`src/rtl/lsb_pkg.sv`:
```
`timescale 1ns/1ps
package lsb_pkg;
  // status flags of one buffer entry
  typedef struct packed {
    logic unc;
    logic acc;
    logic conf;
    logic pend;
    logic done;
    logic rej;
  } lsb_flags_t;
endpackage

```
`src/rtl/lsb_conflict.sv`:
```
`timescale 1ns/1ps
module lsb_conflict #(
  parameter int DEPTH = 8,
  parameter int AW    = 8,
  localparam int SW   = $clog2(DEPTH)
) (
  input  logic [DEPTH-1:0]         vld,
  input  logic [DEPTH-1:0]         unc,
  input  logic [DEPTH-1:0]         st,
  input  logic [DEPTH-1:0]         fwd,
  input  logic [DEPTH-1:0][AW-1:0] addr,
  input  logic [SW-1:0]            head,
  input  logic [DEPTH-1:0]         conf_in,
  input  logic [AW-1:0]            new_addr,
  input  logic                     new_store,
  input  logic                     new_fwd,
  input  logic                     new_unc,
  output logic [DEPTH-1:0]         conf_keep,
  output logic                     new_conf
);
  logic [DEPTH-1:0] still;

  always_comb begin
    still = '0;
    for (int i = 0; i < DEPTH; i++) begin
      for (int j = 0; j < DEPTH; j++) begin
        logic [SW-1:0] ri, rj;
        ri = SW'(i) - head;
        rj = SW'(j) - head;
        if (vld[j] && !unc[j] && (rj < ri) && addr[j] == addr[i] &&
            !(!st[i] && (!st[j] || fwd[i])))
          still[i] = 1'b1;
      end
    end
    conf_keep = conf_in & still;
  end

  always_comb begin
    new_conf = 1'b0;
    for (int j = 0; j < DEPTH; j++)
      if (vld[j] && !unc[j] && addr[j] == new_addr &&
          !(!new_store && (!st[j] || new_fwd)))
        new_conf = !new_unc;
  end
endmodule

```
`src/rtl/lsb_scan.sv`:
```
`timescale 1ns/1ps
module lsb_scan #(
  parameter int DEPTH   = 8,
  parameter int CACHE_W = 2,
  localparam int SW     = $clog2(DEPTH),
  localparam int LW     = (CACHE_W > 1) ? $clog2(CACHE_W) : 1
) (
  input  logic [SW-1:0]               head,
  input  logic [DEPTH-1:0]            vld,
  input  logic [DEPTH-1:0]            done,
  input  logic [DEPTH-1:0]            unc,
  input  logic [DEPTH-1:0]            acc,
  input  logic [DEPTH-1:0]            conf,
  input  logic [DEPTH-1:0]            pend,
  input  logic [DEPTH-1:0]            rej,
  input  logic [DEPTH-1:0]            gate,
  output logic [CACHE_W-1:0]          lane_vld,
  output logic [CACHE_W-1:0][SW-1:0]  lane_slot,
  output logic                        unc_sel,
  output logic [SW-1:0]               unc_pick
);
  always_comb begin
    int n;
    logic stop;
    logic [SW-1:0] idx;
    n = 0;
    stop = 1'b0;
    lane_vld = '0;
    lane_slot = '0;
    unc_sel = 1'b0;
    unc_pick = '0;
    for (int k = 0; k < DEPTH; k++) begin
      idx = head + SW'(k);
      if (!stop && vld[idx] && !done[idx]) begin
        if (!unc[idx] && !acc[idx] && !conf[idx]) begin
          lane_vld[n[LW-1:0]] = 1'b1;
          lane_slot[n[LW-1:0]] = idx;
          n = n + 1;
          if (rej[idx] || n == CACHE_W) stop = 1'b1;
        end else if (unc[idx] && !pend[idx] && gate[idx]) begin
          unc_sel = 1'b1;
          unc_pick = idx;
          stop = 1'b1;
        end
      end
    end
  end
endmodule

```
`src/rtl/lsb_sched.sv`:
```
`timescale 1ns/1ps
module lsb_sched #(
  parameter int DEPTH   = 8,
  parameter int CACHE_W = 2,
  parameter int AW      = 8,
  parameter bit PRECISE = 1'b0,
  localparam int SW     = $clog2(DEPTH)
) (
  input  logic                       clk,
  input  logic                       rst_n,
  input  logic                       alloc_valid,
  output logic                       alloc_ready,
  input  logic                       alloc_store,
  input  logic                       alloc_uncached,
  input  logic [AW-1:0]              alloc_addr,
  input  logic                       alloc_data_rdy,
  input  logic                       alloc_fwd,
  input  logic [SW-1:0]              alloc_fwd_slot,
  output logic [SW-1:0]              alloc_slot,
  input  logic [DEPTH-1:0]           st_data_ready,
  input  logic [DEPTH-1:0]           nonspec,
  input  logic [SW-1:0]              grad_slot,
  output logic [CACHE_W-1:0]         cache_valid,
  input  logic [CACHE_W-1:0]         cache_ready,
  output logic [CACHE_W-1:0][SW-1:0] cache_slot,
  output logic [CACHE_W-1:0][AW-1:0] cache_addr,
  output logic [CACHE_W-1:0]         cache_store,
  output logic                       unc_go,
  output logic [SW-1:0]              unc_slot,
  output logic [AW-1:0]              unc_addr,
  output logic                       unc_store
);
  import lsb_pkg::*;

  lsb_flags_t [DEPTH-1:0]    fl;
  logic [DEPTH-1:0]          vld, st, fwd;
  logic [DEPTH-1:0][AW-1:0]  addr_q;
  logic [DEPTH-1:0][SW-1:0]  fslot_q;
  logic [SW-1:0]             head;
  logic [SW:0]               cnt;

  logic [DEPTH-1:0] unc_v, acc_v, conf_v, pend_v, done_v, rej_v;
  logic [DEPTH-1:0] st_rel, ld_rel, pend_a, pend_now, acc_now, conf_now, gate;
  logic [DEPTH-1:0] take, bounce;
  logic             any_rel, new_conf, new_pend, alloc_fire, release_head;
  logic [CACHE_W-1:0] lane_ok, lane_bad;
  logic             unc_sel, lanes_clear;
  logic [SW-1:0]    unc_pick, tail;

  always_comb begin
    for (int i = 0; i < DEPTH; i++) begin
      unc_v[i]  = fl[i].unc;
      acc_v[i]  = fl[i].acc;
      conf_v[i] = fl[i].conf;
      pend_v[i] = fl[i].pend;
      done_v[i] = fl[i].done;
      rej_v[i]  = fl[i].rej;
    end
  end

  // pass 1 and 2: data arrival for stores, then forwarding loads
  always_comb begin
    st_rel  = vld & st & pend_v & st_data_ready;
    any_rel = |st_rel;
    pend_a  = pend_v & ~st_rel;
    for (int i = 0; i < DEPTH; i++)
      ld_rel[i] = vld[i] && !st[i] && pend_v[i] && fwd[i] && any_rel &&
                  !pend_a[fslot_q[i]];
    pend_now = pend_a & ~ld_rel;
    acc_now  = acc_v & ~st_rel & ~ld_rel;
    for (int i = 0; i < DEPTH; i++)
      gate[i] = PRECISE ? (grad_slot == SW'(i)) : nonspec[i];
  end

  // pass 3: conflict re-evaluation and allocation check
  lsb_conflict #(.DEPTH(DEPTH), .AW(AW)) conf_u (
    .vld(vld), .unc(unc_v), .st(st), .fwd(fwd), .addr(addr_q), .head(head),
    .conf_in(conf_v), .new_addr(alloc_addr), .new_store(alloc_store),
    .new_fwd(alloc_fwd), .new_unc(alloc_uncached),
    .conf_keep(conf_now), .new_conf(new_conf)
  );

  // pass 4: selection scan
  lsb_scan #(.DEPTH(DEPTH), .CACHE_W(CACHE_W)) scan_u (
    .head(head), .vld(vld), .done(done_v), .unc(unc_v), .acc(acc_now),
    .conf(conf_now), .pend(pend_now), .rej(rej_v), .gate(gate),
    .lane_vld(cache_valid), .lane_slot(cache_slot),
    .unc_sel(unc_sel), .unc_pick(unc_pick)
  );

  // in-order lane acceptance
  always_comb begin
    logic prefix;
    prefix = 1'b1;
    lanes_clear = 1'b1;
    for (int k = 0; k < CACHE_W; k++) begin
      lane_ok[k]  = cache_valid[k] && cache_ready[k] && prefix;
      lane_bad[k] = cache_valid[k] && !lane_ok[k] && prefix;
      if (cache_valid[k] && !lane_ok[k]) begin
        prefix = 1'b0;
        lanes_clear = 1'b0;
      end
    end
    take = '0;
    bounce = '0;
    for (int i = 0; i < DEPTH; i++)
      for (int k = 0; k < CACHE_W; k++) begin
        if (lane_ok[k] && cache_slot[k] == SW'(i)) take[i] = 1'b1;
        if (lane_bad[k] && cache_slot[k] == SW'(i)) bounce[i] = 1'b1;
      end
  end

  always_comb begin
    for (int k = 0; k < CACHE_W; k++) begin
      cache_addr[k]  = addr_q[cache_slot[k]];
      cache_store[k] = st[cache_slot[k]];
    end
  end

  assign unc_go       = unc_sel && lanes_clear;
  assign unc_slot     = unc_pick;
  assign unc_addr     = addr_q[unc_pick];
  assign unc_store    = st[unc_pick];
  assign alloc_ready  = (cnt != (SW+1)'(DEPTH));
  assign tail         = head + cnt[SW-1:0];
  assign alloc_slot   = tail;
  assign alloc_fire   = alloc_valid && alloc_ready;
  assign release_head = vld[head] && done_v[head];
  assign new_pend     = alloc_store ? !alloc_data_rdy
                                    : (alloc_fwd && vld[alloc_fwd_slot] && pend_now[alloc_fwd_slot]);

  always_ff @(posedge clk) begin
    if (!rst_n) begin
      vld <= '0; st <= '0; fwd <= '0; fl <= '0;
      addr_q <= '0; fslot_q <= '0; head <= '0; cnt <= '0;
    end else begin
      for (int i = 0; i < DEPTH; i++) begin
        if (vld[i]) begin
          fl[i].pend <= pend_now[i];
          fl[i].acc  <= acc_now[i] | take[i];
          fl[i].conf <= conf_now[i];
          fl[i].done <= done_v[i] | (take[i] & ~pend_now[i]) |
                        (unc_go && unc_pick == SW'(i));
          fl[i].rej  <= (rej_v[i] | bounce[i]) & ~take[i];
        end
      end
      if (release_head) vld[head] <= 1'b0;
      if (alloc_fire) begin
        vld[tail]     <= 1'b1;
        st[tail]      <= alloc_store;
        fwd[tail]     <= alloc_fwd && !alloc_store;
        addr_q[tail]  <= alloc_addr;
        fslot_q[tail] <= alloc_fwd_slot;
        fl[tail]      <= '{unc: alloc_uncached, acc: 1'b0, conf: new_conf,
                           pend: new_pend, done: 1'b0, rej: 1'b0};
      end
      head <= head + SW'(release_head);
      cnt  <= cnt + (SW+1)'(alloc_fire) - (SW+1)'(release_head);
    end
  end


  count_match_chk: assert property (@(posedge clk) disable iff (!rst_n)
    cnt == ($countones(vld)))
    else $error("entry count disagrees with held entries");


  unc_done_chk: assert property (@(posedge clk) disable iff (!rst_n)
    unc_go |=> done_v[$past(unc_slot)])
    else $error("uncached issue not recorded as done");

  generate
    for (genvar g = 0; g < DEPTH; g++) begin : g_slot

      store_wait_chk: assert property (@(posedge clk) disable iff (!rst_n)
        (vld[g] && st[g] && pend_v[g] && !st_data_ready[g]) |=> (vld[g] && pend_v[g]))
        else $error("store left pending state without data");
    end
    for (genvar k = 0; k < CACHE_W; k++) begin : g_lane

      lane_entry_chk: assert property (@(posedge clk) disable iff (!rst_n)
        cache_valid[k] |-> (vld[cache_slot[k]] && !done_v[cache_slot[k]] && !unc_v[cache_slot[k]]))
        else $error("lane offers an ineligible entry");
    end
  endgenerate
endmodule

```
`config.mk`:
```
export PLATFORM = sky130hd
export DESIGN_NAME = lsb_sched
export DESIGN_NICKNAME = d
export VERILOG_FILES = /design/src/rtl/lsb_pkg.sv /design/src/rtl/lsb_conflict.sv /design/src/rtl/lsb_scan.sv /design/src/rtl/lsb_sched.sv
export SDC_FILE = /design/constraint.sdc
export NUM_CORES = 1
export LEC_CHECK = 0
export ABC_AREA = 1
export BUFFER_PORTS_ARGS = -buffer_cell sky130_fd_sc_hd__buf_2
export CORE_MARGIN = 2
export CORE_UTILIZATION = 47
export DETAILED_ROUTE_END_ITERATION = 16
export PLACE_DENSITY = 0.62
export RECOVER_POWER = 50
export SYNTH_ARGS = -nofsm -noshare
export SYNTH_HDL_FRONTEND = slang
export SYNTH_SLANG_ARGS = --single-unit
```
`constraint.sdc`:
```
create_clock -name clk -period 11.9 [get_ports clk]
set_input_delay 2.38 -clock clk [delete_from_list [all_inputs] [get_ports clk]]
set_output_delay 2.38 -clock clk [all_outputs]
set_load 0.02 [all_outputs]
```
==> metrics.md <==
| Metric | Value |
|---|---|
| Hold Startpoint | fl[24] |
| Cts-stage hold buffer count | 0 |
| Placed cells | approximately 4.0k |
| Worst Path Max Fanout | 8 |
| Global-route met2 utilization | between 60% and 70% |
| Count of fill cells added during filler insertion | between 4k and 5k |
| Die outline area | 0.0425 mm2 |
| Worst path max stage delay | ~380 ps |
| Largest net degree at the start of global routing | 91 |
| Synth Area in Compound Gates | 19.8% |
| Required time reported for the critical path endpoint | about 9500 ps |
| Via count of the first global-routing pass | roughly 22k |
| Final clock period utilization by the worst path | between 90 and 100% |
| Final standard cell area without fillers | roughly 0.022 mm2 |
| Number of cells on the worst reg-to-reg path | between 50 and 60 |
| Ports placed on the boundary | between 80 and 90 |
| Row count | 74 |
| Portion of the post-synthesis area used by sequential elements | between 10% and 20% |
| Number of antenna violations at the first check in global routing | 0 |
| Final Instance Count excl. Fillers | 4,039 |
| Count of yosys warnings during synthesis | 0 |
| Most frequently used flop master after synthesis | sky130_fd_sc_hd__dfxtp_1 |
| Most used cells in the layout excluding fill and tap cells | 1,155 x sky130_fd_sc_hd__nand2_1, 265 x sky130_fd_sc_hd__inv_1, 248 x sky130_fd_sc_hd__o21ai_0 |
| Worst r2r dst | fl[36] |
| Hold Slack | between 400 and 500 ps |
| Switching power of the nets | 1.89 mW |
| Xor and xnor fraction of the mapped netlist area | between 4 and 5% |
| Signed area change from the synthesized netlist to the final layout | 12.2% |
| Terminating pin of the worst hold path | fl[24] |
| Startpoint kind of the worst setup timing path | input port |
| Run status | finished with violations |
| Max transition margin | -162% |
| Post-synthesis share of cell area spent on and, or, nand and nor gates | 43.3% |
| Relative contribution of combinational cells to total power | 60.6% |
| Reported max-cap violation count | 7 |
| First-pass GRT wire length | 138 mm |
| Post-detailed-route count of antenna-violating nets | 0 |
| Post-Syn Area per Cell | roughly 5.6 um2 |
| Startpoint of the worst register-to-register path | head[1] |
| Nets | 3,576 |
| Register share of total power | 23.3% |
| Number of distinct library cells after synthesis | 64 |
| Internal power component | around 1.6 mW |
| Via density per instance | 6.17 |
| Met1 routing resource usage after global routing | between 60% and 70% |
| Post-synth net total | ~3.5k |
| Flip-flop and latch count after synthesis | approximately 170 |
| Count of final max-slew check failures | ~280 |
| GRT Residual Overflow | 0 |
| Fraction of layout cells with a size suffix above 1 | a little over an eighth |
| Number of input and output port buffers inserted | 78 |
| Class of the tightest hold or removal check | reg -> reg |
| H-tree levels | 4 |
| Mapped Area | 0.0192 mm2 |
| Vias post-DR | 24.9k |
| Total GRT Usage | between 40% and 50% |
| Number of flops mapped to enable cells by yosys | 0 |
| Highest attainable clock frequency | between 80 and 90 MHz |
| Share of total power in the clock network | between 10% and 20% |
| Internal reg-to-reg setup slack | 3210 ps |
| Initial Utilization | a little under half |
| Overall die height | about 200 um |
| Fraction of synthesized area in multiplexers | 0.313% |
| Total power | about 3.5 mW |
| Area inside the core boundary | approximately 0.041 mm2 |
| Async set-or-reset flop fraction in the synthesized netlist | 0% |
| Critical path class | in -> out |
| Pwr per Cell Area | around 160 mW/mm2 |
| Number of instances on the worst hold path | 2 |
| Kind of capture point of the worst setup path | output port |
| Most frequent standard cell in the layout excluding fill and tap cells | sky130_fd_sc_hd__nand2_1 |
| Diodes inserted | 0 |
| Critical Path Slowest Stage Cell | sky130_fd_sc_hd__nor2_4 |
| Library cell used as clock root buffer | sky130_fd_sc_hd__clkbuf_16 |
| Clock buffer count from CTS | 17 |
| Main combinational cell family by area after synthesis | simple AND/OR/NAND/NOR gates |
| Number of design rule violations left after detail routing | 0 |
| Cell leakage power | about 9.7 nW |
| Maximum VDD drop | 0.135 mV |
| TritonCTS clock tree | built |
| CTS sink cnt | 167 |
| Busiest layer in global routing | met2 |
| Cells after synthesis | 3,457 |
| Clock-pin transition on the worst setup and hold timing paths | about 80 ps |
| Endpoints failing hold | 0 |
| Slew of the pin with the lowest slew margin | between 3000 and 4000 ps |
| Post-detailed-placement half-perimeter wirelength | between 70 and 80 mm |
| Later-pin clock latency in the skew report | ~470 ps |
| DRC violation total after the first TritonRoute iteration | 3,852 |
| Signal arrival time at the worst endpoint | roughly 9000 ps |
| Setup violators final | 0 |
| Routed wire length per instance | 23.4 um |
| Final weighted congestion of routability-driven global placement | approximately 1.1 |
| Final critical delay including setup and external delays | roughly 12,000 ps |
| Violated checks | max-capacitance violations, max-slew violations |
| Share of total power consumed by net switching | 54.2% |
| Adder and majority cell fraction of the synthesized area | 2.88% |
| Routed WL | about 94 mm |
| Met3 Use GR | between 10% and 20% |
| Cell Area, Placed | a little over 0.02 mm2 |
| Most used cell, CP | sky130_fd_sc_hd__nand4_1 |
| Skew final | between 10 and 15 ps |
| DRT Pass-1 Iters | 6 |
| Width of the chip | 206 um |
| Buffer levels on the longest clock path | 2 |
power groups by stage:
stage	sequential [mW]	clock [mW]	combinational (mW)
after floorplan	0.687	0	1.32
after global placement	0.808	0	1.90
after detailed placement	0.811	0	1.93
after CTS	0.798	0.564	1.94
after global routing	0.819	0.582	2.27
final	0.815	0.562	2.12
what timing repair did:
action	CTS	global route
buffers inserted	2	20
setup endpoints to repair	27	32
gates resized for setup	14	124
pin swaps	2	42
cloned	0	4
per-layer routing:
metal	routed length (um)	vias up
met3	14100	229
met5	0	-
met1	38700	11500
li1	-	11400
met2	38400	1737
met4	3330	0
worst max path at each step:
stage / from / to / slack, ps / cells after the start
CTS: st_data_ready[2] / cache_addr[10] / 5 / 54
floorplan: head[0] / cache_addr[10] / 350 / 65
finish: st_data_ready[0] / cache_addr[12] / 290 / 56
global placement: st_data_ready[5] / unc_addr[2] / 30 / 53
detailed placement: st_data_ready[5] / unc_addr[2] / -230 / 53
global route: st_data_ready[0] / cache_addr[9] / -100 / 56
state kept, by name, indices dropped and copies added (netlist names):
signal	flops
acc_v	8
addr_q	64
cnt	4
conf_v	8
done_v	8
fl	24
fslot_q	24
fwd	8
head	3
st	8
vld	8
cell families (layout without fill, tap and decap cells):
family,Yosys count,after routing
and+or+nand+nor,1929,1929
buffers and inverters,537,587
xor gates and xnor gates,105,105
adders and majority gates,43,43
muxes,6,6
DFF,167,167
AOI/OAI and AO/OA,670,670
Yosys cell counts, types with 25 or more instances:
master	number	area share, %
sky130_fd_sc_hd__xnor2_1	65	3.0
sky130_fd_sc_hd__clkbuf_1	83	1.6
sky130_fd_sc_hd__nor3_1	27	0.70
sky130_fd_sc_hd__o21ai_0	262	6.8
sky130_fd_sc_hd__nand2_1	1182	23
sky130_fd_sc_hd__o22ai_1	33	1.1
sky130_fd_sc_hd__o21ai_1	71	1.9
sky130_fd_sc_hd__nand2_2	25	0.81
sky130_fd_sc_hd__xor2_1	40	1.8
sky130_fd_sc_hd__ha_1	41	2.7
sky130_fd_sc_hd__inv_1	270	5.3
sky130_fd_sc_hd__nand3_1	257	6.7
sky130_fd_sc_hd__buf_2	95	2.5
sky130_fd_sc_hd__nand4_1	117	3.8
sky130_fd_sc_hd__inv_2	53	1.0
sky130_fd_sc_hd__a21oi_1	197	5.1
sky130_fd_sc_hd__nor2_1	253	4.9
sky130_fd_sc_hd__dfxtp_1	167	17
worst max-delay path: cells and delay by family:
family	cells	cell delay, ps
buffers and inverters	11	1150
AOI/OAI and AO/OA	5	560
adders and majority gates	4	810
and+or+nand+nor	36	4300
through the flow:
step                util (%)  TNS, ps  setup WS, ps
global placement        50.0        0          27.0
detailed placement      50.0    -2200          -228
global route            53.1    -1000         -97.0
finish                  53.1        0           292
floorplan                  -        0           353
CTS                     51.5        0          5.20
cell type report:
cell class | count | area [um2] | share of cell area [%]
clock buffers | 21 | 460 | 2.14
clock inverters | 11 | 101 | 0.470
inverters | 338 | 1290 | 6.00
multi-input cells | 2753 | 14100 | 65.2
flip-flops and latches | 167 | 3340 | 15.5
well taps | 532 | 666 | 3.09
repair buffers | 217 | 1620 | 7.53
Power figures use the tool's default switching activity.
